$ cat config.mk
export PLATFORM = sky130hd
export DESIGN_NAME = cdr_lock_ctrl
export DESIGN_NICKNAME = d
export VERILOG_FILES = /design/src/rtl/cdr_lock_pkg.sv /design/src/rtl/cdr_edge_sync.sv /design/src/rtl/cdr_freq_meter.sv /design/src/rtl/cdr_mode_fsm.sv /design/src/rtl/cdr_lock_ctrl.sv
export SDC_FILE = /design/constraint.sdc
export NUM_CORES = 1
export LEC_CHECK = 0
export CAP_MARGIN = 10
export CELL_PAD_IN_SITES_DETAIL_PLACEMENT = 2
export CELL_PAD_IN_SITES_GLOBAL_PLACEMENT = 2
export CORE_UTILIZATION = 39
export CTS_CLUSTER_SIZE = 20
export DETAILED_ROUTE_END_ITERATION = 12
export DONT_BUFFER_PORTS = 1
export MAX_ROUTING_LAYER = met4
export PLACE_DENSITY = 0.89
export SETUP_SLACK_MARGIN = 0.3
export SKIP_CTS_REPAIR_TIMING = 1
export SYNTH_ARGS = -nofsm -noshare
export SYNTH_HDL_FRONTEND = slang
export SYNTH_SLANG_ARGS = --single-unit
export TNS_END_PERCENT = 50
$ cat constraint.sdc
create_clock -name clk -period 3.4 [get_ports clk]
set_input_delay 0.68 -clock clk [delete_from_list [all_inputs] [get_ports clk]]
set_output_delay 0.68 -clock clk [all_outputs]
set_load 0.01 [all_outputs]
$ cat src/rtl/cdr_lock_pkg.sv
// Shared types for the clock-recovery acquisition controller.
package cdr_lock_pkg;

    // Acquisition state: reference mode, reference mode with one good window, data mode
    typedef enum logic [1:0] {
        ST_REF      = 2'd0,
        ST_REF_QUAL = 2'd1,
        ST_DATA     = 2'd2
    } lock_state_e;

endpackage

$ cat src/rtl/cdr_edge_sync.sv
// Brings an asynchronous slow clock into the clk domain and emits a
// one-cycle pulse per rising edge. Assumes the input stays high and low
// for at least two clk cycles each, so no edge is lost.
module cdr_edge_sync #(
    parameter int SYNC_STAGES = 2
) (
    input  logic clk,
    input  logic rst_n,
    input  logic sig_in,
    output logic rise_pulse
);

    logic [SYNC_STAGES:0] chain_q;

    // Shift the input through the synchronizer plus one history flop
    always_ff @(posedge clk) begin
        if (!rst_n) chain_q <= '0;
        else        chain_q <= {chain_q[SYNC_STAGES-1:0], sig_in};
    end

    // A rising edge is a settled 1 following a settled 0
    assign rise_pulse = chain_q[SYNC_STAGES-1] & ~chain_q[SYNC_STAGES];

endmodule

$ cat src/rtl/cdr_freq_meter.sv
// Counts edge pulses over windows of 2^WIN_LOG2 clk cycles and reports, in
// the last cycle of each window, whether the total is within EXP_COUNT +/- TOL.
// Assumes edge pulses never occur in adjacent cycles.
module cdr_freq_meter #(
    parameter int WIN_LOG2  = 16,
    parameter int EXP_COUNT = 16000,
    parameter int PPM       = 250
) (
    input  logic clk,
    input  logic rst_n,
    input  logic edge_pulse,
    output logic win_end,
    output logic freq_in
);

    localparam int    CNT_W    = WIN_LOG2 + 1;
    localparam longint TOL_L   = (longint'(EXP_COUNT) * longint'(PPM)) / 64'd1000000;
    localparam int    TOL      = int'(TOL_L);
    localparam int    LO_I     = (EXP_COUNT > TOL) ? EXP_COUNT - TOL : 0;
    localparam int    HI_I     = EXP_COUNT + TOL;
    localparam logic [CNT_W-1:0] LO_C   = CNT_W'(LO_I);
    localparam logic [CNT_W-1:0] HI_C   = CNT_W'(HI_I);
    localparam logic [CNT_W-1:0] HALF_W = CNT_W'(1 << (WIN_LOG2 - 1));

    logic [WIN_LOG2-1:0] win_cnt_q;
    logic [CNT_W-1:0]    edge_cnt_q;
    logic [CNT_W-1:0]    total;

    // Free-running window timer; the window closes when it is all ones
    always_ff @(posedge clk) begin
        if (!rst_n) win_cnt_q <= '0;
        else        win_cnt_q <= win_cnt_q + 1'b1;
    end

    assign win_end = &win_cnt_q;

    // Edge accumulator, restarted at every window close
    always_ff @(posedge clk) begin
        if (!rst_n)       edge_cnt_q <= '0;
        else if (win_end) edge_cnt_q <= '0;
        else if (edge_pulse) edge_cnt_q <= edge_cnt_q + 1'b1;
    end

    // Window total includes an edge landing in the closing cycle
    assign total   = edge_cnt_q + {{(CNT_W-1){1'b0}}, edge_pulse};
    assign freq_in = (total >= LO_C) && (total <= HI_C);

    AST_COUNT_BOUND: assert property (@(posedge clk) disable iff (!rst_n)
        edge_cnt_q <= HALF_W);

endmodule

$ cat src/rtl/cdr_mode_fsm.sv
// Acquisition state machine. Consumes the window verdicts and the loss of
// signal flag and drives the mode and detector enables. Assumes los is
// synchronous to clk and freq_in is meaningful only when win_end is high.
module cdr_mode_fsm
    import cdr_lock_pkg::*;
(
    input  logic clk,
    input  logic rst_n,
    input  logic win_end,
    input  logic freq_in,
    input  logic los,
    output logic data_mode,
    output logic fd_en,
    output logic pd_en,
    output logic locked
);

    lock_state_e state_q, state_d;

    // Next-state rule: los overrides, otherwise decide at window close
    always_comb begin
        state_d = state_q;
        if (los) begin
            state_d = ST_REF;
        end else if (win_end) begin
            case (state_q)
                ST_REF:      state_d = freq_in ? ST_REF_QUAL : ST_REF;
                ST_REF_QUAL: state_d = freq_in ? ST_DATA     : ST_REF;
                ST_DATA:     state_d = freq_in ? ST_DATA     : ST_REF;
                default:     state_d = ST_REF;
            endcase
        end
    end

    // State register
    always_ff @(posedge clk) begin
        if (!rst_n) state_q <= ST_REF;
        else        state_q <= state_d;
    end

    // Detector enables follow the mode
    assign data_mode = (state_q == ST_DATA);
    assign pd_en     = data_mode;
    assign fd_en     = ~data_mode;
    assign locked    = data_mode;

    AST_ENTRY_TWO_WIN: assert property (@(posedge clk) disable iff (!rst_n)
        $rose(data_mode) |-> $past(state_q == ST_REF_QUAL));

    AST_EXIT_CAUSE: assert property (@(posedge clk) disable iff (!rst_n)
        $fell(data_mode) |-> ($past(los) || $past(win_end && !freq_in)));

    AST_LOS_FORCE: assert property (@(posedge clk) disable iff (!rst_n)
        los |=> (state_q == ST_REF));

    AST_BOUNDARY_ONLY: assert property (@(posedge clk) disable iff (!rst_n)
        !$stable(state_q) |-> ($past(win_end) || $past(los)));

endmodule

$ cat src/rtl/cdr_lock_ctrl.sv
// Top of the acquisition controller: synchronizer, frequency meter and
// mode state machine. Assumes vco_div runs below a quarter of the clk rate
// and los is synchronous to clk.
module cdr_lock_ctrl #(
    parameter int WIN_LOG2    = 16,
    parameter int EXP_COUNT   = 16000,
    parameter int PPM         = 250,
    parameter int SYNC_STAGES = 2
) (
    input  logic clk,
    input  logic rst_n,
    input  logic vco_div,
    input  logic los,
    output logic data_mode,
    output logic fd_en,
    output logic pd_en,
    output logic locked
);

    logic edge_pulse;
    logic win_end;
    logic freq_in;

    cdr_edge_sync #(
        .SYNC_STAGES (SYNC_STAGES)
    ) u_sync (
        .clk        (clk),
        .rst_n      (rst_n),
        .sig_in     (vco_div),
        .rise_pulse (edge_pulse)
    );

    cdr_freq_meter #(
        .WIN_LOG2  (WIN_LOG2),
        .EXP_COUNT (EXP_COUNT),
        .PPM       (PPM)
    ) u_meter (
        .clk        (clk),
        .rst_n      (rst_n),
        .edge_pulse (edge_pulse),
        .win_end    (win_end),
        .freq_in    (freq_in)
    );

    cdr_mode_fsm u_fsm (
        .clk       (clk),
        .rst_n     (rst_n),
        .win_end   (win_end),
        .freq_in   (freq_in),
        .los       (los),
        .data_mode (data_mode),
        .fd_en     (fd_en),
        .pd_en     (pd_en),
        .locked    (locked)
    );

endmodule

==> results of run 1 <==
through the flow:
stage / instance area (um2) / total power [mW] / utilization / instances
after CTS: 2320 / 0.960 / 0.443 / 321
after detailed placement: 2180 / 0.484 / 0.416 / 313
after global routing: 2320 / 0.975 / 0.443 / 321
after floorplan: 2170 / 0.479 / - / 256
after global placement: 2180 / 0.481 / 0.416 / 313
final: 2320 / 0.952 / 0.443 / 321
routing by layer:
layer	vias to the layer above	GRT usage	wire, um	share of wire
met2	14	0.416	3120	0.53
met4	0	0.0885	101	0.017
met1	920	0.233	2600	0.44
met5	-	-	0	0
met3	8	0.0371	94	0.016
li1	872	-	-	-
state kept, by name, indices dropped and copies added, names as in the netlist:
signal              cells
u_meter.win_cnt_q      16
u_fsm.state_q           2
u_meter.edge_cnt_q     17
u_sync.chain_q          3
layout by cell type, fill, tap and decap left out, types with 2 or more instances in the layout:
cell type / Yosys / final
clkbuf_8: 0 / 5
nor2_1: 30 / 30
inv_1: 8 / 8
nand2b_1: 3 / 3
nor3b_1: 3 / 3
a21oi_1: 4 / 4
bufinv_16: 0 / 2
and2_1: 17 / 17
nor3_1: 3 / 3
nand4_1: 17 / 17
and3_1: 2 / 2
nand3_1: 11 / 11
nor2b_1: 3 / 3
xnor2_1: 25 / 25
buf_4: 3 / 2
nand2_1: 14 / 14
xor2_1: 11 / 11
a21boi_0: 3 / 3
and4_1: 3 / 3
o21ai_2: 2 / 2
a311oi_1: 2 / 2
o21ai_0: 8 / 8
or3_1: 5 / 5
ha_1: 8 / 8
nor4_1: 4 / 4
dfxtp_1: 38 / 38
worst register-to-register path, cell delays in order, from the launching register on:
cell	delay, ps
dfxtp_1	330
nor2b_1	150
buf_4	170
ha_1	150
ha_1	280
nand4_2	300
nor4b_1	270
a2111oi_0	360
nand4_1	170
or4_4	460
o21ai_2	140
power breakdown:
group,leakage (nW),switching (mW),total (mW),internal [mW]
Combinational,0.416,0.0100,0.0186,0.00856
Sequential,0.307,0.00438,0.454,0.450
Clock,0.0683,0.185,0.479,0.294
worst paths after layout:
check	endpoint	slack, ps	startpoint	depth (start not counted)
hold reg to reg	u_meter.win_cnt_q[0]	460	u_meter.win_cnt_q[0]	1
hold / removal	u_meter.win_cnt_q[0]	460	u_meter.win_cnt_q[0]	1
setup / recovery	u_fsm.state_q[1]	580	u_sync.chain_q[1]	10
setup reg to reg	u_fsm.state_q[1]	580	u_sync.chain_q[1]	10
cell families (layout without fill, tap and decap cells):
family / Yosys count / in the layout / share of synthesized area
and+or+nand+nor: 123 / 123 / 0.313
AOI/OAI and AO/OA: 27 / 27 / 0.0849
xor gates and xnor gates: 36 / 36 / 0.145
muxes: 1 / 1 / 0.00462
DFF: 38 / 38 / 0.351
buffers and inverters: 23 / 18 / 0.0548
adders and majority gates: 8 / 8 / 0.0462
layout make-up:
cell class                      count  area [um2]  share of cell area
Multi-Input combinational cell    195        1290               0.555
Sequential cell                    38         761               0.328
Tap cell                           70        87.6              0.0378
Clock buffer                        5        68.8              0.0297
Clock inverter                      3        68.8              0.0297
Inverter                            8        30.0              0.0130
Timing Repair Buffer                2        15.0             0.00648
Yosys cell counts, types with 4 or more instances:
master	count	area, um2
dfxtp_1	38	761
xnor2_1	25	219
xor2_1	11	96.3
inv_1	8	30.0
buf_2	5	25.0
nor2_1	30	113
nor4_1	4	25.0
clkbuf_1	5	18.8
o21ai_0	8	40.0
ha_1	8	100
a21oi_1	4	20.0
nand2_1	14	52.6
or3_1	5	31.3
nand3_1	11	55.1
nand4_1	17	106
and2_1	17	106
==> impl_metrics.yaml, run 1 <==
timing:
  tns_ps: 0
  finalSetupViolations: 0
  fin_crit_sh: 0.828
  worst_hold_slack_ps: 463
  fmax_mhz: 355
  drv_slew: 0
  rsz0062_at_grt: "false"
  skew_ps: 6.84
  tightest_slew_ps: 488
  final.min_clock_period_ps: 2820
  slew_headroom: 0.674
  hold_viol_final: 0
  fin_ws_ps: 584
placement:
  port_buffers: 0
  dp_slack_ps: 579
  dpl.hpwl_um: 4170
  gp_congestion: 0.835
clock_tree:
  cts_max_level: 2
  clockBufferDepth: 2
  cts-root-buf: "clkbuf_8"
  worst_skew_pair.late_latency_ps: 310
  clk_pin_slew_ps: 90
  numCtsBuffers: 5
  cts.sinks: 38
  cts_tree: "built"
critical_path:
  cp_data_required_time_ps: 3640
  cp_max_fo: 9
  setup.worst_path.class: "reg -> reg"
  crit_top_cell: "ha_1"
  critPathMaxStageDelay_ps: 460
  end_kind: "flop"
  crit_slowest_cell: "or4_4"
  crit_chain: "nor2b_1, buf_4, ha_1, ha_1, nand4_2, nor4b_1, a2111oi_0, nand4_1, or4_4, o21ai_2"
  crit_arrival_ps: 3060
  cp-start-kind: "flop"
  cp_top_family: "simple AND/OR/NAND/NOR gates"
  cp_num_buf_inv: 1
routing:
  drt_wl_total_um: 5910
  avgViaCountPerCell: 5.65
  wire_per_inst_um: 18.4
  drt-pass1-iter-count: 4
  ant_nets: 0
  drc: 0
  initialDrtViolationCount: 77
  num_vias: 1814
outcome:
  status: "complete, no violations"
grt:
  grt_antenna_before_repair: 0
  grt_pass1_wl_um: 9850
  grt.total_usage: 0.224
  grt_pass1_vias: 2032
  grt-ovfl-total: 0
  grt_max_degree: 23
power_and_ir_drop:
  vdd_ir_drop_max_uv: 257
  leakagePower_nw: 0.791
  cellPowerDensity_nw_per_um2: 411
floorplanning:
  rows: 26
  initial_utilization: 0.414
  dieArea_um2: 5860
  ios: 8
  die_y_um: 76.5
  die_x_um: 76.5
  core_um2: 5240
cells_and_area:
  layout-drive-gt1-share: 0.0717
  nFillCells: 582
  area_growth_pct: 6.99
  insertedDiodeCount: 0
  nNetsFinal: 262
yosys:
  ys_warn_count: 0
  ys_types: 44
  syn_inst: 256
  synth-seq-area-share: 0.351
  syn_area_um2: 2170
  avgSynthCellArea_um2: 8.47
  synth_edf_count: 0
  async_reset_ff_frac: 0
  synthFlopType: "dfxtp_1"
  synthesis.nets: 268
  ys_seq_elements: 38
worst_hold_path:
  hp-class: "reg -> reg"
run:
  cap_violations: 0
Note: power is estimated with default switching activity, not from simulation.
==> inputs of run 2 (changes only) <==
- clock period: 3.4 -> 2.7 ns (I/O delays scaled with it)
==> run 2 against run 1 <==
  * Final area is 8.6% higher
  * Register-to-register slack got worse by 400 ps
  * Sequential power is 26% higher
  * Sequential cell count stayed put
  * Critical path type unchanged
==> impl_metrics.yaml, run 2 (synthesized netlist as in run 1, its figures left out) <==
placement:
  gp_congestion: 0.821
  placed_area_um2: 2220
  placed_cells: 316
  port_buffers: 0
  dpl.hpwl_um: 4080
floorplanning:
  ios: 8
  die_x_um: 76.5
  rows: 26
  initial_utilization: 0.414
  die_y_um: 76.5
  dieArea_um2: 5860
  core_um2: 5240
cells_and_area:
  mostFrequentLayoutCells: "dfxtp_1 (34), nor2_1 (30), xnor2_1 (25)"
  final_util: 0.481
  top_register: "u_meter.edge_cnt_q"
  insertedDiodeCount: 0
  nNetsFinal: 275
  layout_commonest_cell: "dfxtp_1"
  largest_reg_flops: 17
  final_cells: 333
  final_area_um2: 2520
  multi_input_area_um2: 1400
  nFillCells: 561
  layout-drive-gt1-share: 0.171
  largest_registers: "u_meter.edge_cnt_q (17), u_meter.win_cnt_q (16), u_sync.chain_q (3)"
  area_growth_pct: 16.2
  regArea_um2: 766
critical_path:
  cp-start-kind: "flop"
  end_kind: "flop"
  crit_slowest_cell: "or4_4"
  cp_max_fo: 7
  crit_top_cell: "ha_4"
  critPathMaxStageDelay_ps: 550
  setup.worst_path.class: "reg -> reg"
  r2r_slack_ps: 180
  crit_chain: "nor2b_4, ha_4, ha_4, nand4_4, nor4b_4, a2111oi_2, nand4_1, or4_4, o21ai_2"
  crit_arrival_ps: 2760
  cp_data_required_time_ps: 2940
run:
  cap_violations: 0
timing:
  fmax_mhz: 397
  drv_slew: 0
  skew_ps: 11.2
  final.min_clock_period_ps: 2520
  slew_headroom: 0.651
  tns_ps: 0
  hold_viol_final: 0
  fin_crit_sh: 0.933
  rsz0062_at_grt: "true"
  tightest_slew_ps: 522
  finalSetupViolations: 0
routing:
  met1_length_um: 3010
  drt_wl_total_um: 7050
  drt-pass1-iter-count: 4
  wire_per_inst_um: 21.2
  initialDrtViolationCount: 108
  drc: 0
  met3RoutedLength_um: 111
  dr_wl_met2_um: 3710
  num_vias: 1908
  ant_nets: 0
  top_layer: "met4"
  avgViaCountPerCell: 5.73
clock_tree:
  worst_skew_pair.late_latency_ps: 300
  numCtsBuffers: 5
  clockBufferDepth: 2
  cts-root-buf: "clkbuf_8"
  cts_tree: "built"
  cts.sinks: 38
  clk_pin_slew_ps: 90
  cts_max_level: 2
grt:
  grt_antenna_before_repair: 0
  grt_pass1_vias: 2012
  grt.total_usage: 0.224
  grt-ovfl-total: 0
  grt_max_degree: 23
  grt_pass1_wl_um: 9960
power_and_ir_drop:
  leakagePower_nw: 0.873
  vdd_ir_drop_max_uv: 326
  cellPowerDensity_nw_per_um2: 446
outcome:
  status: "complete, no violations"
worst_hold_path:
  hp-class: "in -> reg"
[run 2: cell types whose count changed in the layout (fill, tap and decap cells not counted), moves of 2 or more]
cell / change
buf_4: +11
nor4_2: +2
buf_6: +2
ha_4: +3
dfxtp_1: -4
ha_1: -3
nor4_1: -3
dfxtp_2: +4
[run 2: area by class of cell]
cell class                 count  share of cell area
sequential                    38               0.304
clock buffer                   6              0.0328
tap                           70              0.0348
multi-input combinational    195               0.557
inverter                       8              0.0119
clock inverter                 1              0.0119
timing repair buffer          15              0.0477
[run 2: stage by stage]
step	power [mW]	hold WS, ps	setup WS, ps
6_report	1.12	367	182
5_1_grt	1.16	360	72.0
4_1_cts	1.12	364	86.3
3_5_place_dp	0.608	430	143
3_3_place_gp	0.606	420	299
2_1_floorplan	0.603	412	304
[run 2: critical path, delay by kind of cell (launching register included)]
family,cells,cell delay (ps)
adder cells (fa/ha/maj),2,300
AND/OR/NAND/NOR,5,1340
flip-flops,1,340
AO/OA/AOI/OAI,2,490
[run 2: path summary, 6_finish.rpt]
check / start / end / cells after the start
max: u_sync.chain_q[1] / u_fsm.state_q[0] / 9
min: rst_n / u_meter.win_cnt_q[6] / 1
max reg2reg: u_sync.chain_q[1] / u_fsm.state_q[0] / 9
min reg2reg: u_meter.win_cnt_q[0] / u_meter.win_cnt_q[0] / 1
[run 2: layer usage]
layer / vias up / global-route usage
met1: 965 / 0.244
li1: 897 / -
met3: 17 / 0.0467
met4: 0 / 0.0692
met2: 29 / 0.405
met5: - / -
[run 2: power by group]
group	internal [mW]	leakage (nW)	switching [mW]
Combinational	0.0142	0.507	0.0140
Sequential	0.567	0.309	0.00635
Clock	0.296	0.0573	0.226
